File: config.mk
export PLATFORM = sky130hd
export DESIGN_NAME = gdram_cmd_decoder
export DESIGN_NICKNAME = d
export VERILOG_FILES = /design/src/rtl/gdram_cmd_pkg.sv /design/src/rtl/gdram_cmd_classify.sv /design/src/rtl/gdram_burst_timer.sv /design/src/rtl/gdram_bank_state.sv /design/src/rtl/gdram_cmd_decoder.sv
export SDC_FILE = /design/constraint.sdc
export NUM_CORES = 1
export LEC_CHECK = 0
export ABC_AREA = 1
export CORE_MARGIN = 2
export CORE_UTILIZATION = 52
export DETAILED_ROUTE_END_ITERATION = 10
export PLACE_DENSITY = 0.83
export SLEW_MARGIN = 20
export SYNTH_ARGS = -nofsm -noshare
export SYNTH_HDL_FRONTEND = slang
export SYNTH_SLANG_ARGS = --single-unit
File: constraint.sdc
create_clock -name clk_i -period 2.63 [get_ports clk_i]
set_input_delay 0.263 -clock clk_i [delete_from_list [all_inputs] [get_ports clk_i]]
set_output_delay 0.263 -clock clk_i [all_outputs]
set_load 0.02 [all_outputs]
File: src/rtl/gdram_cmd_pkg.sv
package gdram_cmd_pkg;
  localparam int NUM_CMD = 19;

  // enum value = bit position in cmd_o
  typedef enum logic [4:0] {
    CMD_NOP    = 5'd0,
    CMD_DESEL  = 5'd1,
    CMD_ACT    = 5'd2,
    CMD_ACT_MW = 5'd3,
    CMD_PRE    = 5'd4,
    CMD_PREALL = 5'd5,
    CMD_WR     = 5'd6,
    CMD_WRA    = 5'd7,
    CMD_BW     = 5'd8,
    CMD_BWA    = 5'd9,
    CMD_RD     = 5'd10,
    CMD_RDA    = 5'd11,
    CMD_MRS    = 5'd12,
    CMD_SMRS   = 5'd13,
    CMD_REF    = 5'd14,
    CMD_SREF   = 5'd15,
    CMD_BST    = 5'd16,
    CMD_CSUSP  = 5'd17,
    CMD_PDN    = 5'd18
  } cmd_e;

  // strobe opcodes {ras_n, cas_n, we_n}
  localparam logic [2:0] OP_NOP = 3'b111;
  localparam logic [2:0] OP_ACT = 3'b011;
  localparam logic [2:0] OP_PRE = 3'b010;
  localparam logic [2:0] OP_WR  = 3'b100;
  localparam logic [2:0] OP_RD  = 3'b101;
  localparam logic [2:0] OP_MRS = 3'b000;
  localparam logic [2:0] OP_REF = 3'b001;
  localparam logic [2:0] OP_BST = 3'b110;
endpackage

File: src/rtl/gdram_cmd_classify.sv
module gdram_cmd_classify
  import gdram_cmd_pkg::*;
(
  input  logic       cs_ni,
  input  logic [2:0] op_i,
  input  logic       dsf_i,
  input  logic       cke_prev_i,
  input  logic       cke_i,
  input  logic       a8_i,
  input  logic       sel_active_i,
  input  logic       any_active_i,
  input  logic       burst_busy_i,
  input  logic       ap_busy_i,
  output logic       hit_o,
  output logic       illegal_o,
  output cmd_e       cmd_o
);
  always_comb begin
    hit_o     = 1'b0;
    illegal_o = 1'b0;
    cmd_o     = CMD_NOP;
    if (cke_prev_i) begin
      hit_o = 1'b1;
      if (!cke_i) begin
        if (any_active_i)                      cmd_o = CMD_CSUSP;
        else if (cs_ni || op_i == OP_NOP)      cmd_o = CMD_PDN;
        else if (op_i == OP_REF && !dsf_i)     cmd_o = CMD_SREF;
        else                                   illegal_o = 1'b1;
      end else if (cs_ni) begin
        cmd_o = CMD_DESEL;
      end else begin
        unique case (op_i)
          OP_NOP: cmd_o = CMD_NOP;
          OP_ACT: begin
            if (sel_active_i) illegal_o = 1'b1;
            else              cmd_o = dsf_i ? CMD_ACT_MW : CMD_ACT;
          end
          OP_PRE: begin
            if (dsf_i) illegal_o = 1'b1;
            else       cmd_o = a8_i ? CMD_PREALL : CMD_PRE;
          end
          OP_WR: begin
            if (!sel_active_i || ap_busy_i) illegal_o = 1'b1;
            else if (dsf_i) cmd_o = a8_i ? CMD_BWA : CMD_BW;
            else            cmd_o = a8_i ? CMD_WRA : CMD_WR;
          end
          OP_RD: begin
            if (dsf_i || !sel_active_i || ap_busy_i) illegal_o = 1'b1;
            else cmd_o = a8_i ? CMD_RDA : CMD_RD;
          end
          OP_MRS: begin
            if (dsf_i)             cmd_o = CMD_SMRS;
            else if (any_active_i) illegal_o = 1'b1;
            else                   cmd_o = CMD_MRS;
          end
          OP_REF: begin
            if (dsf_i || any_active_i) illegal_o = 1'b1;
            else                       cmd_o = CMD_REF;
          end
          OP_BST: begin
            if (dsf_i || !burst_busy_i) illegal_o = 1'b1;
            else                        cmd_o = CMD_BST;
          end
          default: illegal_o = 1'b1;
        endcase
      end
      if (illegal_o) hit_o = 1'b0;
    end
  end
endmodule

File: src/rtl/gdram_burst_timer.sv
module gdram_burst_timer #(
  parameter int BURST_LEN = 4,
  parameter int BANK_W    = 1,
  localparam int CNT_W    = $clog2(BURST_LEN + 1)
) (
  input  logic              clk_i,
  input  logic              rst_ni,
  input  logic              adv_i,
  input  logic              start_i,
  input  logic              single_i,
  input  logic              ap_i,
  input  logic [BANK_W-1:0] bank_i,
  input  logic              kill_i,
  input  logic              bst_i,
  output logic              busy_o,
  output logic              ap_pend_o,
  output logic [BANK_W-1:0] bank_o,
  output logic              close_o
);
  logic [CNT_W-1:0]  cnt_q;
  logic              ap_q;
  logic [BANK_W-1:0] bank_q;
  logic              last_edge;

  assign busy_o    = (cnt_q != '0);
  assign ap_pend_o = busy_o && ap_q;
  assign bank_o    = bank_q;
  assign last_edge = adv_i && (cnt_q == CNT_W'(1)) && !start_i && !kill_i;
  assign close_o   = ap_pend_o && (last_edge || bst_i);

  always_ff @(posedge clk_i or negedge rst_ni) begin
    if (!rst_ni) begin
      cnt_q  <= '0;
      ap_q   <= 1'b0;
      bank_q <= '0;
    end else if (start_i) begin
      cnt_q  <= single_i ? CNT_W'(1) : CNT_W'(BURST_LEN);
      ap_q   <= ap_i;
      bank_q <= bank_i;
    end else if (kill_i || bst_i) begin
      cnt_q <= '0;
      ap_q  <= 1'b0;
    end else if (adv_i && busy_o) begin
      cnt_q <= cnt_q - CNT_W'(1);
      if (cnt_q == CNT_W'(1)) ap_q <= 1'b0;
    end
  end
endmodule

File: src/rtl/gdram_bank_state.sv
module gdram_bank_state #(
  parameter int NUM_BANKS = 2
) (
  input  logic                 clk_i,
  input  logic                 rst_ni,
  input  logic [NUM_BANKS-1:0] open_i,
  input  logic [NUM_BANKS-1:0] close_i,
  output logic [NUM_BANKS-1:0] active_o
);
  for (genvar b = 0; b < NUM_BANKS; b++) begin : g_bank
    logic act_q;
    always_ff @(posedge clk_i or negedge rst_ni) begin
      if (!rst_ni)         act_q <= 1'b0;
      else if (open_i[b])  act_q <= 1'b1;
      else if (close_i[b]) act_q <= 1'b0;
    end
    assign active_o[b] = act_q;
  end
endmodule

File: src/rtl/gdram_cmd_decoder.sv
module gdram_cmd_decoder
  import gdram_cmd_pkg::*;
#(
  parameter int NUM_BANKS = 2,
  parameter int BURST_LEN = 4,
  localparam int BANK_W   = (NUM_BANKS > 1) ? $clog2(NUM_BANKS) : 1
) (
  input  logic                 clk_i,
  input  logic                 rst_ni,
  input  logic                 cs_ni,
  input  logic                 ras_ni,
  input  logic                 cas_ni,
  input  logic                 we_ni,
  input  logic                 dsf_i,
  input  logic                 cke_prev_i,
  input  logic                 cke_i,
  input  logic [BANK_W-1:0]    bank_i,
  input  logic                 a8_i,
  output logic [NUM_CMD-1:0]   cmd_o,
  output logic                 illegal_o,
  output logic [NUM_BANKS-1:0] bank_active_o
);
  logic [NUM_BANKS-1:0] active;
  logic                 hit, ill;
  cmd_e                 cmd;
  logic                 burst_busy, ap_pend, tmr_close;
  logic [BANK_W-1:0]    burst_bank;
  logic                 sel_active;
  logic [NUM_BANKS-1:0] open_vec, close_vec;
  logic                 is_act, is_pre, is_preall, is_bst;
  logic                 is_xfer, is_single, is_ap, kill;
  logic [NUM_CMD-1:0]   cmd_vec;

  assign sel_active = active[bank_i];

  gdram_cmd_classify u_cls (
    .cs_ni        (cs_ni),
    .op_i         ({ras_ni, cas_ni, we_ni}),
    .dsf_i        (dsf_i),
    .cke_prev_i   (cke_prev_i),
    .cke_i        (cke_i),
    .a8_i         (a8_i),
    .sel_active_i (sel_active),
    .any_active_i (|active),
    .burst_busy_i (burst_busy),
    .ap_busy_i    (ap_pend),
    .hit_o        (hit),
    .illegal_o    (ill),
    .cmd_o        (cmd)
  );

  always_comb begin
    is_act    = hit && (cmd == CMD_ACT || cmd == CMD_ACT_MW);
    is_pre    = hit && (cmd == CMD_PRE);
    is_preall = hit && (cmd == CMD_PREALL);
    is_bst    = hit && (cmd == CMD_BST);
    is_single = hit && (cmd == CMD_BW || cmd == CMD_BWA);
    is_ap     = hit && (cmd == CMD_WRA || cmd == CMD_BWA || cmd == CMD_RDA);
    is_xfer   = is_single || is_ap || (hit && (cmd == CMD_WR || cmd == CMD_RD));
    kill      = is_preall || (is_pre && burst_busy && bank_i == burst_bank);
  end

  gdram_burst_timer #(.BURST_LEN(BURST_LEN), .BANK_W(BANK_W)) u_tmr (
    .clk_i     (clk_i),
    .rst_ni    (rst_ni),
    .adv_i     (cke_prev_i),
    .start_i   (is_xfer),
    .single_i  (is_single),
    .ap_i      (is_ap),
    .bank_i    (bank_i),
    .kill_i    (kill),
    .bst_i     (is_bst),
    .busy_o    (burst_busy),
    .ap_pend_o (ap_pend),
    .bank_o    (burst_bank),
    .close_o   (tmr_close)
  );

  always_comb begin
    open_vec  = '0;
    close_vec = '0;
    if (is_act) open_vec[bank_i] = 1'b1;
    if (is_pre) close_vec[bank_i] = 1'b1;
    if (is_preall) close_vec = '1;
    if (tmr_close) close_vec[burst_bank] = 1'b1;
  end

  gdram_bank_state #(.NUM_BANKS(NUM_BANKS)) u_banks (
    .clk_i    (clk_i),
    .rst_ni   (rst_ni),
    .open_i   (open_vec),
    .close_i  (close_vec),
    .active_o (active)
  );

  always_comb begin
    cmd_vec      = '0;
    cmd_vec[cmd] = hit;
  end

  always_ff @(posedge clk_i or negedge rst_ni) begin
    if (!rst_ni) begin
      cmd_o     <= '0;
      illegal_o <= 1'b0;
    end else begin
      cmd_o     <= cmd_vec;
      illegal_o <= ill;
    end
  end

  assign bank_active_o = active;
endmodule

==> impl_metrics.env <==
export IMPL_row_count=20
export IMPL_clock_root_buffer="clkbuf_4"
export IMPL_io_pins=33
export IMPL_final_setup_viol_count=0
export IMPL_fin_crit_sh_pct=89.8
export IMPL_crit_required_ns=2.86
export IMPL_register_area_sq_um=676
export IMPL_drtIter0Drc=59
export IMPL_cts_clk_slew_worst_paths_ns=0.14
export IMPL_r2r_start="u_tmr.cnt_q[0]"
export IMPL_route_vias_total=1477
export IMPL_comb_power_share_pct=47.2
export IMPL_dr_pass1_iters=4
export IMPL_power_switching_mw=0.549
export IMPL_syn_avg_cell_area_sq_um=8.13
export IMPL_wl_per_cell_um=11.5
export IMPL_place_gp_congestion=0.914
export IMPL_hold_path_class="in2async"
export IMPL_multiInputGateArea_sq_um=910
export IMPL_cts_sinks=27
export IMPL_layout_setup_ws_ns=0.270
export IMPL_dieHeight_um=61.7
export IMPL_drv_slew=0
export IMPL_grt_pass1_vias=1320
export IMPL_cpMostUsedCell="nand2_1"
export IMPL_drt_vias_per_instance=5.06
export IMPL_preCtsSetupSlack_ns=0.196
export IMPL_maxSlewHeadroom_pct=77.3
export IMPL_reg2reg_to="u_tmr.cnt_q[0]"
export IMPL_drv_cap=0
export IMPL_critPathKind="reg2reg"
export IMPL_peakVddDrop_mv=0.598
export IMPL_grt_overflow_total=0
export IMPL_critPathMaxStageDelay_ns=0.41
export IMPL_cts_resized=0
export IMPL_synth_cell_types=33
export IMPL_max_freq_mhz=424
export IMPL_hold_viol=0
export IMPL_yosysSeqAreaShare_pct=39.0
export IMPL_seq_power_share_pct=39.9
export IMPL_period_minus_slack_ns=2.36
export IMPL_cp_arrival_ns=2.59
export IMPL_cts_buffers_inserted=3
export IMPL_hpwl_mm=2.77
export IMPL_final_nets=263
export IMPL_leakage_nw=1.05
export IMPL_area_growth_synth_to_final_pct=22.8
export IMPL_synth_nets=227
export IMPL_power_mw=1.31
export IMPL_worst_pin_slew_ns=0.337
export IMPL_nFillCells=270
export IMPL_reg2reg_depth=17
export IMPL_die_w_um=61.7
export IMPL_io_buffers=32
export IMPL_grt_usage_pct=20.3
export IMPL_insertion_delay_ns=0.32
export IMPL_crit_chain="inv_1, ha_1, nand2_1, nand2_1, nand2_4, inv_2, nand3_1, nand3_1, nand3_4, nor2_8, nand3_4, nand3_4, nor2_8, nand2_4, nand2_1, nand2_1, nand2_1"
export IMPL_cts_buffer_depth=2
export IMPL_drcViolationCount=0
export IMPL_clkPwrFrac_pct=12.9
export IMPL_antenna_found_initial=0
export IMPL_r2r_slack_ns=0.27
export IMPL_diodes=0
export IMPL_final_util_pct=68.5
export IMPL_start_util_pct=55.8
export IMPL_start_kind="flop"
export IMPL_power_density_nw_per_um2=616
export IMPL_cp_max_fo=6
export IMPL_rsz0062_at_grt="no"
export IMPL_swShare_pct=41.9
export IMPL_coreArea_sq_um=3100
export IMPL_drive_gt1_share_pct=19.0
export IMPL_htreeDepth=1
export IMPL_grt_max_degree=28
export IMPL_synth_cell_area_sq_um=1730
export IMPL_slowest_stage="dfrtp_1"
export IMPL_synth_warning_count=0
export IMPL_internal_power_mw=0.762
export IMPL_syn_inst=213
export IMPL_grt_pass1_wl_mm=5.79
export IMPL_synth_seq_cells=27
export IMPL_setup_tns_ns=0
export IMPL_routed_wl_mm=3.37
export IMPL_skew_ns=0.0149
export IMPL_cts_tree="yes"
export IMPL_cts_hold_buffers=0
export IMPL_postCtsSetupRepairBufs=0
export IMPL_ant_nets=0
export IMPL_die_area_sq_um=3810
export IMPL_status="finished clean"
export IMPL_end_kind="flop"
-- sequential cells by signal, summed over array words and instances, names as in the netlist --
name                  cells
u_tmr.ap_q                1
u_tmr.cnt_q               3
illegal_o                 1
u_tmr.bank_o              1
cmd_o                    19
u_banks.g_bank.act_q      2
-- per-stage QoR --
| stage | cell area, sq um | cells | hold slack (ns) |
|---|---|---|---|
| 2_1_floorplan | 1730 | 213 | -0.0326 |
| 3_3_place_gp | 2100 | 288 | 0.509 |
| 3_5_place_dp | 2100 | 288 | 0.512 |
| 4_1_cts | 2130 | 292 | 0.303 |
| 5_1_grt | 2130 | 292 | 0.307 |
| 6_report | 2130 | 292 | 0.291 |
-- worst max path at each step --
stage	start	endpoint	slack [ns]	cells after the start
final	u_tmr.cnt_q[0]	u_tmr.cnt_q[0]	0.27	17
after global placement	bank_i	u_tmr.cnt_q[0]	0.21	16
after floorplan	u_tmr.cnt_q[0]	u_tmr.cnt_q[0]	0.62	17
after global routing	u_tmr.cnt_q[0]	u_tmr.cnt_q[0]	0.09	17
after detailed placement	bank_i	u_tmr.cnt_q[0]	0.20	16
after CTS	u_tmr.cnt_q[0]	u_tmr.cnt_q[0]	0.30	17
-- cells by family (layout without fill, tap and decap cells) --
kind of cell	Yosys count	after routing	synth area share (%)
DFF	27	27	39.0
AOI/OAI and AO/OA	22	22	8.24
and+or+nand+nor	124	124	41.6
buffers and inverters	36	71	8.45
xor gates and xnor gates	1	1	0.506
adders and majority gates	3	3	2.17
-- power groups by stage --
stage	sequential, mW	clock, mW	combinational, mW
2_1_floorplan	0.540	0	0.445
3_3_place_gp	0.530	0	0.601
3_5_place_dp	0.531	0	0.615
4_1_cts	0.523	0.171	0.619
5_1_grt	0.530	0.189	0.685
6_report	0.523	0.169	0.619
-- worst max-delay path: cells and delay by family (launching register included) --
kind | cells | cell delay [ns]
adders and majority gates | 1 | 0.16
and+or+nand+nor | 14 | 1.50
DFF | 1 | 0.41
buffers and inverters | 2 | 0.20
-- synthesized netlist by cell type (all sizes together) --
| cell | n | area [sq um] |
|---|---|---|
| a21oi | 8 | 51.3 |
| o2111ai | 1 | 8.76 |
| nand3b | 1 | 7.51 |
| nor4 | 1 | 6.26 |
| o211ai | 1 | 7.51 |
| nand4 | 5 | 37.5 |
| buf | 3 | 22.5 |
| o22ai | 1 | 6.26 |
| nand3 | 26 | 203 |
| nand2 | 53 | 267 |
| ha | 3 | 37.5 |
| o21ai | 7 | 38.8 |
| a31oi | 1 | 6.26 |
| inv | 33 | 124 |
| a221oi | 1 | 8.76 |
| o21bai | 2 | 15.0 |
| nor2 | 36 | 185 |
| dfrtp | 27 | 676 |
| nor3 | 2 | 15.0 |
| xnor2 | 1 | 8.76 |
-- area by class of cell --
type / count / share of cell area [%]
timing repair buffer: 34 / 15.8
sequential: 27 / 31.8
multi-input combinational: 150 / 42.8
inverter: 33 / 5.82
tap: 44 / 2.59
clock inverter: 1 / 0.235
clock buffer: 3 / 1.06
-- cell usage in the layout, fill, tap and decap left out --
master	count
a21oi_1	7
a21oi_4	1
a221oi_1	1
a31oi_1	1
buf_4	2
clkbuf_4	3
clkdlybuf4s50_1	32
clkinv_2	1
dfrtp_1	27
ha_1	3
inv_1	23
inv_2	10
nand2_1	38
nand2_2	9
nand2_4	6
nand3_1	19
nand3_2	2
nand3_4	5
nand3b_1	1
nand4_1	4
nand4_2	1
nor2_1	31
nor2_2	1
nor2_4	2
nor2_8	2
nor3_1	1
nor3_2	1
nor4_1	1
o2111ai_1	1
o211ai_1	1
o21ai_0	4
o21ai_1	2
o21ai_2	1
o21bai_1	2
o22ai_1	1
xnor2_1	1
-- layer usage --
metal,track usage [%],wire (um),up-vias
li1,-,-,757
met3,3.31,179,6
met2,34.4,1570,55
met1,26.6,1570,659
met5,0,0,-
met4,6.38,44,0
(Power assumes the default switching activity.)
